--- src/rtl/sweep_adc_pkg.sv ---
package sweep_adc_pkg;
  typedef enum logic {
    SRCH_RAMP = 1'b0,
    SRCH_BIN  = 1'b1
  } srch_mode_t;

  typedef enum logic {
    CTL_IDLE = 1'b0,
    CTL_RUN  = 1'b1
  } ctl_state_t;
endpackage

--- src/rtl/settle_timer.sv ---
module settle_timer #(
  parameter int SETTLE_W = 4
) (
  input  logic                clk,
  input  logic                rst,
  input  logic                load,
  input  logic [SETTLE_W-1:0] load_val,
  output logic                expired
);
  logic [SETTLE_W-1:0] remain;

  always_ff @(posedge clk) begin
    if (rst)                remain <= '0;
    else if (load)          remain <= load_val;
    else if (remain != '0)  remain <= remain - 1'b1;
  end

  assign expired = (remain == '0);

  // the count only moves down between loads
  a_r3_timer_down: assert property (@(posedge clk) disable iff (rst)
    (!load && remain != '0) |=> (remain == $past(remain) - 1'b1));
endmodule

--- src/rtl/code_search.sv ---
module code_search
  import sweep_adc_pkg::*;
#(
  parameter int CODE_W = 8,
  localparam int IDX_W = $clog2(CODE_W)
) (
  input  logic              clk,
  input  logic              rst,
  input  logic              init,
  input  srch_mode_t        init_mode,
  input  logic              step,
  input  logic              cmp_hi,
  output logic [CODE_W-1:0] code,
  output logic              last,
  output logic [CODE_W-1:0] final_code
);
  localparam logic [CODE_W-1:0] CODE_MAX = {CODE_W{1'b1}};
  localparam logic [CODE_W-1:0] CODE_MSB = {1'b1, {(CODE_W-1){1'b0}}};

  srch_mode_t        mode_q;
  logic [IDX_W-1:0]  idx;
  logic [CODE_W-1:0] bit_mask;
  logic [CODE_W-1:0] next_mask;

  always_comb begin
    bit_mask  = '0;
    next_mask = '0;
    bit_mask[idx] = 1'b1;
    if (idx != '0) next_mask[idx - 1'b1] = 1'b1;
  end

  always_comb begin
    if (mode_q == SRCH_RAMP) begin
      last       = !cmp_hi || (code == CODE_MAX);
      final_code = code;
    end else begin
      last       = (idx == '0);
      final_code = cmp_hi ? code : (code & ~bit_mask);
    end
  end

  always_ff @(posedge clk) begin
    if (rst) begin
      mode_q <= SRCH_RAMP;
      idx    <= '0;
      code   <= '0;
    end else if (init) begin
      mode_q <= init_mode;
      idx    <= IDX_W'(CODE_W - 1);
      code   <= (init_mode == SRCH_RAMP) ? '0 : CODE_MSB;
    end else if (step && !last) begin
      if (mode_q == SRCH_RAMP) begin
        code <= code + 1'b1;
      end else begin
        code <= final_code | next_mask;
        idx  <= idx - 1'b1;
      end
    end
  end

  // the ramp never moves downward except on a new start
  a_r4_ramp_rises: assert property (@(posedge clk) disable iff (rst)
    (mode_q == SRCH_RAMP && !init) |=> (code >= $past(code)));
  // each binary-search trial moves to the next lower bit
  a_r6_bit_walk: assert property (@(posedge clk) disable iff (rst)
    (mode_q == SRCH_BIN && step && !last && !init) |=> (idx == $past(idx) - 1'b1));
endmodule

--- src/rtl/cycle_counter.sv ---
module cycle_counter #(
  parameter int CNT_W = 13
) (
  input  logic             clk,
  input  logic             rst,
  input  logic             clear,
  input  logic             run,
  output logic [CNT_W-1:0] count
);
  always_ff @(posedge clk) begin
    if (rst)        count <= '0;
    else if (clear) count <= '0;
    else if (run)   count <= count + 1'b1;
  end

  // frozen while idle
  a_r8_frozen_idle: assert property (@(posedge clk) disable iff (rst)
    (!run && !clear) |=> $stable(count));
  // one increment per busy clock
  a_r8_counts_busy: assert property (@(posedge clk) disable iff (rst)
    (run && !clear) |=> (count == $past(count) + 1'b1));
endmodule

--- src/rtl/sweep_adc_ctrl.sv ---
module sweep_adc_ctrl
  import sweep_adc_pkg::*;
#(
  parameter int CODE_W   = 8,
  parameter int SETTLE_W = 4,
  localparam int CNT_W   = CODE_W + SETTLE_W + 1
) (
  input  logic                clk,
  input  logic                rst,
  input  logic                start,
  input  logic                mode,
  input  logic [SETTLE_W-1:0] settle_cycles,
  input  logic                cmp_hi,
  output logic [CODE_W-1:0]   dac_code,
  output logic                busy,
  output logic                done,
  output logic [CODE_W-1:0]   result,
  output logic [CNT_W-1:0]    conv_cycles
);
  ctl_state_t        state;
  logic              accept;
  logic              expired;
  logic              last;
  logic              sample;
  logic              tmr_load;
  logic [CODE_W-1:0] final_code;

  assign accept   = (state == CTL_IDLE) && start;
  assign sample   = (state == CTL_RUN) && expired;
  assign tmr_load = accept || (sample && !last);
  assign busy     = (state == CTL_RUN);

  settle_timer #(.SETTLE_W(SETTLE_W)) u_timer (
    .clk      (clk),
    .rst      (rst),
    .load     (tmr_load),
    .load_val (settle_cycles),
    .expired  (expired)
  );

  code_search #(.CODE_W(CODE_W)) u_search (
    .clk        (clk),
    .rst        (rst),
    .init       (accept),
    .init_mode  (srch_mode_t'(mode)),
    .step       (sample),
    .cmp_hi     (cmp_hi),
    .code       (dac_code),
    .last       (last),
    .final_code (final_code)
  );

  cycle_counter #(.CNT_W(CNT_W)) u_count (
    .clk   (clk),
    .rst   (rst),
    .clear (accept),
    .run   (busy),
    .count (conv_cycles)
  );

  always_ff @(posedge clk) begin
    if (rst) begin
      state  <= CTL_IDLE;
      done   <= 1'b0;
      result <= '0;
    end else begin
      done <= 1'b0;
      case (state)
        CTL_IDLE: if (start) state <= CTL_RUN;
        CTL_RUN: if (expired && last) begin
          state  <= CTL_IDLE;
          done   <= 1'b1;
          result <= final_code;
        end
        default: state <= CTL_IDLE;
      endcase
    end
  end

  // code held while settling
  a_r3_code_held: assert property (@(posedge clk) disable iff (rst)
    (busy && !expired) |=> $stable(dac_code));
  // done is a single-cycle strobe and ends busy
  a_r7_done_pulse: assert property (@(posedge clk) disable iff (rst)
    done |=> !done);
  a_r7_done_idle: assert property (@(posedge clk) disable iff (rst)
    done |-> !busy);
  // result changes only with done
  a_r7_result_hold: assert property (@(posedge clk) disable iff (rst)
    !done |=> ($stable(result) || done));
  // a start during a conversion does not restart the code
  a_r9_start_ignored: assert property (@(posedge clk) disable iff (rst)
    (busy && start && !expired) |=> (busy && $stable(dac_code)));
endmodule

--- config.mk ---
export PLATFORM = sky130hd
export DESIGN_NAME = sweep_adc_ctrl
export DESIGN_NICKNAME = d
export VERILOG_FILES = /design/src/rtl/sweep_adc_pkg.sv /design/src/rtl/settle_timer.sv /design/src/rtl/code_search.sv /design/src/rtl/cycle_counter.sv /design/src/rtl/sweep_adc_ctrl.sv
export SDC_FILE = /design/constraint.sdc
export NUM_CORES = 1
export LEC_CHECK = 0
export BUFFER_PORTS_ARGS = -buffer_cell sky130_fd_sc_hd__buf_2
export CAP_MARGIN = 10
export CORE_ASPECT_RATIO = 1.25
export CORE_MARGIN = 5
export CORE_UTILIZATION = 40
export DETAILED_ROUTE_END_ITERATION = 7
export SLEW_MARGIN = 0
export SYNTH_ARGS = -nofsm -noshare
export SYNTH_HDL_FRONTEND = slang
export SYNTH_SLANG_ARGS = --single-unit
--- constraint.sdc ---
create_clock -name clk -period 1.75 [get_ports clk]
set_input_delay 0.2625 -clock clk [delete_from_list [all_inputs] [get_ports clk]]
set_output_delay 0.2625 -clock clk [all_outputs]
set_load 0.01 [all_outputs]
After elaboration in Yosys (flattened, before gate mapping)
Cells that the tools add are included.

word-level totals
  register bits after elaboration = 39
  input port bits = 9
  output and inout bits = 31
  word-level logic and storage cells = 63

operators by class
  add/sub/neg operators = 4
  magnitude comparators = 4
  equality and inequality tests = 1
  mux-type cells = 21
  bitwise operators = 4
  reduce and logical (&&, ||, !) cells = 21

operators with widths
  cell                                                                number
  2-to-1 mux 8 bit                                                    7
  adder 13 x 1 -> 13 bit (second input constant)                      1
  2-to-1 mux 3 bit                                                    3
  adder 8 x 1 -> 8 bit (second input constant)                        1
  AND 8 bit                                                           1
  equality test 8 bit (second input constant)                         1
  < comparator 3 x 4 -> 1 bit (second input constant)                 2
  2-to-1 mux 4 bit                                                    2
  NOT 8 bit                                                           1
  OR 8 bit                                                            1
  demux 1 bit (select 3 bit)                                          2
  greater-or-equal comparator 3 x 1 -> 1 bit (second input constant)  2
  logical AND 1 bit                                                   6
  2-to-1 mux 1 bit                                                    6
  nonzero test 2 bit                                                  3
  logical NOT 4 bit                                                   1
  AND reduction 2 bit                                                 2
  nonzero test 4 bit                                                  1
  OR reduction 2 bit                                                  2
  subtractor 4 x 1 -> 4 bit (second input constant)                   1
  logical NOT 3 bit                                                   1
  nonzero test 3 bit                                                  1
  subtractor 3 x 1 -> 3 bit (second input constant)                   1
  logical NOT 1 bit                                                   2
  3 further kinds                                                     4

Depth between registers and ports, before layout
  depth in word-level cells = 12
  gate-level depth with buffers = 9
  mapped depth without buffers = 8

Modules after synthesis
A second synthesis with hierarchy kept.

unflattened totals
  cell total of the unflattened synthesis = 269
  area total of the unflattened synthesis = 2,319.7 sq um

modules (own cells, without submodules)
  module          instances  cells an instance  area each (sq um)  seq. area each (sq um)
  code_search     1          133                1,007.2            240.2
  cycle_counter   1          68                 625.6              260.2
  sweep_adc_ctrl  1          44                 457.9              200.2
  settle_timer    1          24                 229.0              80.1

Worst setup path after synthesis
No wires, ideal clock.

  path type = register to register
  from = register u_search.code[1]
  to = register result[2]
  setup time = 0.060 ns
  data arrival time = 1.790 ns
  data required time = 1.690 ns
  path slack = -0.100 ns
  stages on the path, launching flop included = 9
  buffers on the path = 1
  clock period less this slack = 1.850 ns
  cell sequence = dfxtp_1 ha_1 nand4_2 nor3_4 nor2_1 or3_1 buf_6 clkinv_4 a32o_1

between the ends
  cells in the longest elaborated chain, start to end = 5

ends and longest elaborated chain
  item                                  line                  source
  start, declared                       code_search.sv:13     output logic [CODE_W-1:0] code,
  start signal, assigned                code_search.sv:50     code <= (init_mode == SRCH_RAMP) ? '0 : CODE_MSB;
  start signal, assigned                code_search.sv:53     code <= code + 1'b1;
  start signal, assigned                code_search.sv:55     code <= final_code | next_mask;
  equality test 8 bit                   code_search.sv:34     last = !cmp_hi || (code == CODE_MAX);
  logical OR 1 bit                      code_search.sv:34
  2-to-1 mux 1 bit                      code_search.sv:33     if (mode_q == SRCH_RAMP) begin
  logical AND 1 bit                     sweep_adc_ctrl.sv:70  CTL_RUN: if (expired && last) begin
  AND reduction 2 bit (no source line)  -
  end signal, assigned                  sweep_adc_ctrl.sv:73  result <= final_code;
  end, declared                         sweep_adc_ctrl.sv:17  output logic [CODE_W-1:0] result,

Every way passes these cells.
A chain may end at the register's enable or synchronous reset.

Worst setup path in the final report
  from = register u_search.mode_q
  to = register u_search.code[2]

between the ends
  cells in the longest elaborated chain, start to end = 5
  elaborated cells on any way between the ends = 9
  classes of those cells = mux: 5; bitwise: 1; reduce/logical: 3

ends and longest elaborated chain
  item                    line               source
  start, declared         code_search.sv:20  srch_mode_t mode_q;
  start signal, assigned  code_search.sv:48  mode_q <= init_mode;
  2-to-1 mux 8 bit        code_search.sv:33
  OR 8 bit                code_search.sv:55
  2-to-1 mux 8 bit        code_search.sv:52  if (mode_q == SRCH_RAMP) begin
  2-to-1 mux 8 bit        code_search.sv:51  end else if (step && !last) begin
  2-to-1 mux 8 bit        code_search.sv:47  end else if (init) begin

Several ways; a longest one is shown, not always the timed one. The select of a mux whose other input is x is not followed.

==> results.json <==
{
  "cts_tree": "built",
  "worstPathRequired_ns": 1.93,
  "reg2reg_slack_ns": 0.03,
  "fin_crit_ns": 1.72,
  "drt_wl_total_mm": 5.92,
  "end_kind": "flip-flop",
  "maxCapViolations": 0,
  "grt_pass1_wl_mm": 9.16,
  "worst_hold_slack_ns": 0.190,
  "post-route-period-util": 0.980,
  "yosysWarnings": 0,
  "path_clk_slew_ns": 0.08,
  "synth.avg_cell_area_um2": 8.58,
  "drv_slew": 0,
  "htreeDepth": 2,
  "portBuffers": 39,
  "synth_ff_type": "dfxtp_1",
  "cp_max_fo": 21,
  "viasPerCell": 5.53,
  "synth_most_common_cell": "dfxtp_1",
  "clock_latency_ns": 0.30,
  "vias": 2129,
  "fin_area_um2": 2950,
  "p_seq_frac": 0.373,
  "core_region_area_um2": 5150,
  "p_comb_frac": 0.290,
  "max_stage_delay_ns": 0.51,
  "dr.pass1.iters": 4,
  "die_h_um": 91.9,
  "numCtsBuffers": 5,
  "fill_cells": 493,
  "dp.cells": 371,
  "regArea_um2": 790,
  "final_nets": 337,
  "clockBufferDepth": 2,
  "initial_utilization": 0.416,
  "hold_viol_final": 0,
  "grt_max_degree": 22,
  "cp_top_family": "simple AND/OR/NAND/NOR gates",
  "rsz0062_at_grt": "yes",
  "reg2reg_depth": 5,
  "crit_type": "flip-flop to flip-flop",
  "max_slew_margin": 0.739,
  "drc": 0,
  "cp.arrival_ns": 1.90,
  "drt_iter0_markers": 200,
  "pwr-share-clk": 0.337,
  "worstPathCellList": "buf_12, nand2b_1, or4_1, a21oi_1, nor4_1",
  "seq_area_frac_synth": 0.364,
  "synth_edf_count": 0,
  "synthCells": 250,
  "p_sw_frac": 0.296,
  "crit_path_top_delay_cell": "dfxtp_1",
  "wl_per_cell_um": 15.4,
  "cts_root_buf": "clkbuf_8",
  "rows": 29,
  "ys_ff_latch": 39,
  "drive_gt1_frac": 0.399,
  "p_leak_nw": 1.21,
  "antenna_left": 0,
  "antenna_cells": 0,
  "fin_cells": 385,
  "tightest_slew_ns": 0.391,
  "io_pins": 40,
  "run_status": "finished clean",
  "grt_pass1_vias": 1960,
  "multi_input_area_um2": 1370,
  "p_int_mw": 1.90,
  "synth_area_um2": 2150,
  "ys_types": 55,
  "critPathBufInv": 1,
  "chipWidth_um": 75.5,
  "syn_to_final_growth_pct": 37.4,
  "antenna_found_initial": 0,
  "yosysTopAreaCell": "dfxtp_1",
  "power.density_nw_per_um2": 913,
  "holdPathStages": 2,
  "start_kind": "flip-flop",
  "grt_overflow": 0,
  "p_sw_uw": 797,
  "grt_use_total": 0.169,
  "syn_nets": 265,
  "netlist_top_cells_count": "dfxtp_1, nor2_1, nand2_1, a21oi_1, o21ai_0",
  "finClkSkew_ns": 0.00552,
  "fmax_mhz": 583,
  "cts.sinks": 39,
  "synth_top_area_share": 0.364,
  "die-area_um2": 6940,
  "ys_async_sr_fraction": 0,
  "setup_tns_ns": 0,
  "setup_viol": 0,
  "cp.depth": 5,
  "ir_drop_mv": 0.576,
  "hp-class": "input port to flip-flop",
  "dpl-instance-area_um2": 2600,
  "dp_hpwl_mm": 4.34,
  "synthTopCellsByArea": "dfxtp_1, nor2_1, nand2_1, a21oi_1, o21ai_0",
  "place_congestion": 0.871
}
## per-layer routing
layer  part of all wire  wire (µm)  track usage
met4              0.023        138       0.0714
met2               0.50       2940        0.270
met3              0.043        257       0.0328
met1               0.44       2590        0.218
met5                  0          0            0
## cells by family (layout without fill, tap and decap cells)
| logic type | Yosys count | in the layout | synth area share |
|---|---|---|---|
| buf+inv | 26 | 99 | 0.0740 |
| compound gates | 72 | 72 | 0.236 |
| xor+xnor | 15 | 15 | 0.0612 |
| flops | 39 | 39 | 0.364 |
| mux | 1 | 1 | 0.00466 |
| fa+ha+maj | 6 | 6 | 0.0350 |
| simple gates | 91 | 91 | 0.226 |
## final timing paths
kind | startpoint | end
max | u_search.mode_q | u_search.code[2]
min | start | busy
max reg2reg | u_search.mode_q | u_search.code[2]
min reg2reg | result[4] | result[4]
## power by group through the flow
stage | clock (mW) | combinational (mW) | sequential (mW)
floorplan | 0 | 0.398 | 1.02
global placement | 0 | 0.622 | 1.02
detailed placement | 0 | 0.629 | 1.02
CTS | 0.930 | 0.686 | 0.997
global route | 0.958 | 0.850 | 1.01
finish | 0.907 | 0.782 | 1.00
## stage by stage
stage	setup WS, ns	power, mW	utilization
floorplan	0.00641	1.42	-
global placement	0.00625	1.64	0.504
detailed placement	-0.0772	1.65	0.504
CTS	0.0101	2.61	0.542
global route	-0.0659	2.82	0.572
finish	0.0342	2.69	0.572
## cells in the final DEF, fill, tap and decap left out, types with 2 or more instances in the layout
cell	instances
inv_4	2
o21ai_0	13
nand3_1	5
xnor2_1	8
ha_1	2
clkbuf_8	5
o2bb2ai_1	5
nor2b_1	2
o21ai_1	3
dfxtp_1	32
buf_4	36
a32o_1	3
nand4_1	4
buf_2	39
o2111ai_1	4
nor3_1	8
nor2_1	22
inv_2	2
a21oi_1	13
and3_1	2
nand2_2	3
bufinv_16	2
buf_6	3
dfxtp_2	7
o2111ai_2	2
inv_1	7
o211ai_1	2
o31ai_1	4
o311ai_1	3
xor2_1	7
or3_1	5
a21oi_2	3
ha_4	4
nand2b_1	5
nand2_1	19
nand3b_1	4
## sequential cells by signal (all words and copies together) (netlist names)
register / cells
u_search.code: 8
u_search.idx: 3
busy: 1
done: 1
u_search.mode_q: 1
u_count.count: 13
result: 8
u_timer.remain: 4
## cell type report
| class | count | share of cell area |
|---|---|---|
| timing repair buffer | 79 | 0.176 |
| clock inverter | 3 | 0.0229 |
| tap | 62 | 0.0263 |
| clock buffer | 5 | 0.0233 |
| multi-input combinational | 185 | 0.465 |
| sequential | 39 | 0.268 |
| inverter | 12 | 0.0187 |
## repair_timing
action | in CTS | in global routing
resized for setup | 7 | 34
setup buffers | 3 | 3
hold buffers | 0 | 0
pin swaps | 2 | 8
setup endpoints to repair | 7 | 18
Note: power is estimated with default switching activity, not from simulation.
